File: src/rtl/ssm_rx_pkg.sv
package ssm_rx_pkg;
    localparam int BYTE_W = 8;
    localparam int SSM_W  = 4;
    localparam int IDX_W  = $clog2(SSM_W);
    localparam logic [IDX_W-1:0] IDX_FIRST = '0;
    localparam logic [IDX_W-1:0] IDX_LAST  = IDX_W'(SSM_W - 1);

    typedef struct packed {
        logic [IDX_W-1:0] idx;
        logic             bit_val;
    } ma_field_t;

    typedef struct packed {
        logic             armed;
        logic [IDX_W-1:0] expect_idx;
    } seq_state_t;

    function automatic ma_field_t decode_ma(input logic [BYTE_W-1:0] b);
        ma_field_t f;
        f.idx     = b[IDX_W:1];
        f.bit_val = b[0];
        return f;
    endfunction

    function automatic int slot_of(input logic [IDX_W-1:0] idx);
        return SSM_W - 1 - int'(idx);
    endfunction
endpackage

File: src/rtl/ssm_mode_gate.sv
module ssm_mode_gate (
    input  logic sel_ds3,
    input  logic fmt_g832,
    input  logic rx_en,
    output logic active
);
    always_comb begin
        active = (~sel_ds3) & fmt_g832 & rx_en;
    end
endmodule

File: src/rtl/ssm_ma_decode.sv
module ssm_ma_decode
    import ssm_rx_pkg::*;
(
    input  logic [BYTE_W-1:0] ma_byte,
    input  logic              ma_valid,
    input  logic              active,
    output logic              accept,
    output ma_field_t         field
);
    always_comb begin
        field  = decode_ma(ma_byte);
        accept = ma_valid & active;
    end
endmodule

File: src/rtl/ssm_shadow_assembler.sv
module ssm_shadow_assembler
    import ssm_rx_pkg::*;
(
    input  logic             clk,
    input  logic             rst,
    input  logic             active,
    input  logic             accept,
    input  ma_field_t        field,
    output logic             done,
    output logic [SSM_W-1:0] done_word
);
    seq_state_t       st;
    logic [SSM_W-1:0] shadow;
    logic             in_seq;

    always_comb begin
        in_seq = st.armed && (field.idx == st.expect_idx);
        done   = accept && (field.idx != IDX_FIRST) && in_seq && (field.idx == IDX_LAST);
    end

    genvar g;
    generate
        for (g = 0; g < SSM_W; g++) begin : g_slot
            always_comb begin
                done_word[g] = (slot_of(field.idx) == g) ? field.bit_val : shadow[g];
            end

            always_ff @(posedge clk) begin
                if (rst || !active) begin
                    shadow[g] <= 1'b0;
                end else if (accept) begin
                    if (field.idx == IDX_FIRST) begin
                        shadow[g] <= (g == SSM_W - 1) ? field.bit_val : 1'b0;
                    end else if (in_seq && slot_of(field.idx) == g) begin
                        shadow[g] <= field.bit_val;
                    end
                end
            end
        end
    endgenerate

    always_ff @(posedge clk) begin
        if (rst || !active) begin
            st <= '0;
        end else if (accept) begin
            if (field.idx == IDX_FIRST) begin
                st.armed      <= 1'b1;
                st.expect_idx <= IDX_W'(1);
            end else if (in_seq && field.idx != IDX_LAST) begin
                st.expect_idx <= st.expect_idx + IDX_W'(1);
            end else begin
                st <= '0;
            end
        end
    end

    AST_DISARM_WHEN_IDLE: assert property (@(posedge clk) disable iff (rst)
        !active |=> !st.armed) else $error("partial message survived inactivity");

    AST_REARM_ON_FIRST: assert property (@(posedge clk) disable iff (rst)
        (accept && field.idx == IDX_FIRST) |=> (st.armed && st.expect_idx == IDX_W'(1))) else $error("field 0 did not restart");

    AST_MISMATCH_DROPS: assert property (@(posedge clk) disable iff (rst)
        (accept && field.idx != IDX_FIRST && !in_seq) |=> !st.armed) else $error("out-of-order byte kept partial");
endmodule

File: src/rtl/e3_ssm_rx_assembler.sv
module e3_ssm_rx_assembler
    import ssm_rx_pkg::*;
(
    input  logic             clk,
    input  logic             rst,
    input  logic [7:0]       ma_byte,
    input  logic             ma_valid,
    input  logic             sel_ds3,
    input  logic             fmt_g832,
    input  logic             rx_en,
    output logic [3:0]       ssm_word,
    output logic [1:0]       mf_index
);
    logic             active;
    logic             accept;
    ma_field_t        field;
    logic             done;
    logic [SSM_W-1:0] done_word;

    ssm_mode_gate u_gate (
        .sel_ds3  (sel_ds3),
        .fmt_g832 (fmt_g832),
        .rx_en    (rx_en),
        .active   (active)
    );

    ssm_ma_decode u_dec (
        .ma_byte  (ma_byte),
        .ma_valid (ma_valid),
        .active   (active),
        .accept   (accept),
        .field    (field)
    );

    ssm_shadow_assembler u_asm (
        .clk       (clk),
        .rst       (rst),
        .active    (active),
        .accept    (accept),
        .field     (field),
        .done      (done),
        .done_word (done_word)
    );

    always_ff @(posedge clk) begin
        if (rst) begin
            ssm_word <= '0;
            mf_index <= '0;
        end else begin
            if (accept) mf_index <= field.idx;
            if (done)   ssm_word <= done_word;
        end
    end

    AST_WORD_ONLY_ON_DONE: assert property (@(posedge clk) disable iff (rst)
        !done |=> $stable(ssm_word)) else $error("message changed without completion");

    AST_MF_HOLD_UNACCEPTED: assert property (@(posedge clk) disable iff (rst)
        !(ma_valid && !sel_ds3 && fmt_g832 && rx_en) |=> $stable(mf_index)) else $error("index moved on ignored byte");

    AST_MF_TRACKS_BYTE: assert property (@(posedge clk) disable iff (rst)
        accept |=> (mf_index == $past(ma_byte[2:1]))) else $error("index not taken from byte");

    AST_LSB_FROM_LAST: assert property (@(posedge clk) disable iff (rst)
        done |=> (ssm_word[0] == $past(ma_byte[0]))) else $error("LSB not from final byte");
endmodule

File: config.mk
export PLATFORM = sky130hd
export DESIGN_NAME = e3_ssm_rx_assembler
export DESIGN_NICKNAME = d
export VERILOG_FILES = /design/src/rtl/ssm_rx_pkg.sv /design/src/rtl/ssm_mode_gate.sv /design/src/rtl/ssm_ma_decode.sv /design/src/rtl/ssm_shadow_assembler.sv /design/src/rtl/e3_ssm_rx_assembler.sv
export SDC_FILE = /design/constraint.sdc
export NUM_CORES = 1
export LEC_CHECK = 0
export BUFFER_PORTS_ARGS = -buffer_cell sky130_fd_sc_hd__buf_4
export CAP_MARGIN = 30
export CELL_PAD_IN_SITES_DETAIL_PLACEMENT = 2
export CELL_PAD_IN_SITES_GLOBAL_PLACEMENT = 2
export CORE_MARGIN = 1
export CORE_UTILIZATION = 29
export CTS_CLUSTER_DIAMETER = 150
export DETAILED_ROUTE_END_ITERATION = 6
export GPL_ROUTABILITY_DRIVEN = 1
export GPL_TIMING_DRIVEN = 0
export PLACE_DENSITY_LB_ADDON = 0.25
export SLEW_MARGIN = 20
export SYNTH_ARGS = -nofsm -noshare
export SYNTH_HDL_FRONTEND = slang
export SYNTH_SLANG_ARGS = --single-unit
File: constraint.sdc
create_clock -name clk -period 3.55 [get_ports clk]
set_clock_uncertainty 0.2 [all_clocks]
set_input_delay 0.5325 -clock clk [delete_from_list [all_inputs] [get_ports clk]]
set_output_delay 0.5325 -clock clk [all_outputs]
set_load 0.02 [all_outputs]
==> results.cfg <==
[detailed_routing]
dr_wl_met3_um = 46
wire_per_inst_um = 14.3
top_layer = met4
vias = 596
met2WireLength_um = 815
routed_wl_um = 1660
drcViolationCount = 0
viasPerCell = 5.14
drt_iter0_markers = 2
firstDrtPassIters = 3
postRouteAntennaNets = 0
wl_met1_um = 782

[finish]
final_util_pct = 39.6
drive_gt1_share_pct = 27.0
syn_to_final_growth_pct = 24.9
n_antenna_cell = 0
fin_nets = 104
instances_no_fill = 116

[synth]
synth_edf_count = 0
yosys.area.top_type = dfxtp_1
syn_inst = 72
yosysMostFrequentCell = dfxtp_1
synth-seq-cells = 13
avgSynthCellArea_um2 = 8.81
async_flop_share_pct = 0
synthesis.nets = 86
ys_seq_area_share_pct = 41.0
synth_ff_type = dfxtp_1
synth_area_um2 = 634
synth_top_area_share_pct = 41.0
yosysWarnings = 0
synth.top_cells.by_count = 13 x dfxtp_1, 11 x nand2_1, 9 x nor2_1, 7 x a21oi_1, 4 x mux2i_1
netlist_top_cells_area = dfxtp_1 41%, nand2_1 6.5%, mux2i_1 6.3%
synth_cell_type_count = 29

[sta]
rsz0062_at_grt = no
setup_ws_ns = 1.90
holdWs_ns = 0.268
hold_violations = 0
slew_headroom_pct = 76.4
setup_viol = 0
fmax_ghz = 0.607
finalMaxSlewViolations = 0
tns_ns = 0
period_needed_ns = 1.65
period_share_pct = 46.4
worst_pin_slew_ns = 0.354

[pwr]
cellPowerDensity_mw_per_mm2 = 335
p_leak_nw = 0.312
ir_worst_vdd_mv = 0.188

[floorplan]
core_mm2 = 0.00200
dieHeight_um = 48.8
dieArea_mm2 = 0.00238
num_rows = 16
fp.dieW_um = 48.8
ioPinCount = 20
start_util_pct = 31.7

[clock_network]
postCtsSetupBuffers = 0
cts_sinks = 13
clkLatencyLatePin_ns = 0.28
cts-root-buf = clkbuf_4
clk_pin_slew_worst_paths_ns = 0.07
cts_buffers = 3
cts_buffer_depth = 2
tritoncts = done
post_cts_resized = 0
holdBufCountCts = 0
h-tree-depth = 1

[worst_setup_path]
required_ns = 3.52
endpoint_kind = flip-flop
start_kind = input port
critPathKind = input port to flip-flop
critPathArrivalTime_ns = 1.62
crit_fanout = 10

[place]
dp_hpwl_um = 1260
gp_congestion = 0.740
dpl_worst_slack_ns = 1.61
port-buffer-count = 13
dpl.cell_count = 112

[grt]
grt_max_degree = 11
antenna_found_initial = 0
grt_overflow = 0
grt_pass1_vias = 644
grt_first_pass_wirelength_um = 2940
grt_use_total_pct = 16.3

[run]
cap_violations = 0

[min_path]
hold_class = flip-flop to flip-flop

[run_status]
status = finished clean
==> cells by family after synthesis <==
family,after synthesis,share of synthesized area [%]
buffers and inverters,5,4.54
DFF,13,41.0
AOI/OAI and AO/OA,17,18.1
muxes,5,8.09
and+or+nand+nor,32,28.2
==> per-stage QoR <==
stage,instance area (um2),total power [mW]
3_3_place_gp,766,0.174
6_report,792,0.265
3_5_place_dp,766,0.175
4_1_cts,792,0.268
2_1_floorplan,634,0.162
5_1_grt,792,0.277
==> critical path, cell delays in order <==
cell	delay (ns)
buf_4	0.11
buf_2	0.17
nor2_1	0.24
mux2_2	0.37
mux2i_1	0.13
nor2_1	0.05
==> cell usage in the layout (no fill, tap or decap), types with 2 or more instances in the layout <==
master / netlist / layout
dfxtp_1: 13 / 13
buf_2: 2 / 2
nand2_1: 11 / 11
buf_4: 2 / 15
a21oi_1: 7 / 7
clkbuf_1: 1 / 2
clkbuf_4: 0 / 3
nand3_1: 3 / 3
mux2i_1: 4 / 4
nor2_1: 9 / 9
==> metal layers <==
layer  GRT usage, %  vias up
met5              0        -
met4           8.82        0
met3           1.87        2
met2           27.5       11
met1           20.2      287
li1               -      296
==> power breakdown <==
part           leakage [nW]  total [mW]  switching, mW  internal [mW]
registers             0.105       0.146       0.000296          0.146
clock network        0.0150      0.0938         0.0502         0.0435
logic                 0.192      0.0249         0.0137         0.0112
==> final cells by class <==
type	count	area [um2]
plain buffers	5	28.8
clock buffers	4	26.3
fillers	234	1210
multi-input cells	54	345
flip-flops and latches	13	260
well taps	27	33.8
repair buffers	13	97.6
==> final timing paths <==
path               startpoint         endpoint  slack, ns  cells past startpoint
hold reg to reg   mf_index[1]      mf_index[1]       0.27                      2
hold / removal    mf_index[1]      mf_index[1]       0.27                      2
setup / recovery   ma_byte[2]      ssm_word[3]       1.90                      6
setup reg to reg  u_asm.st[1]  u_asm.shadow[2]       2.05                      5
==> flip-flops by register name (all words and copies together) (netlist names) <==
signal        count
u_asm.shadow      4
ssm_word          4
u_asm.st          3
mf_index          2
Note: power is estimated with default switching activity, not from simulation.
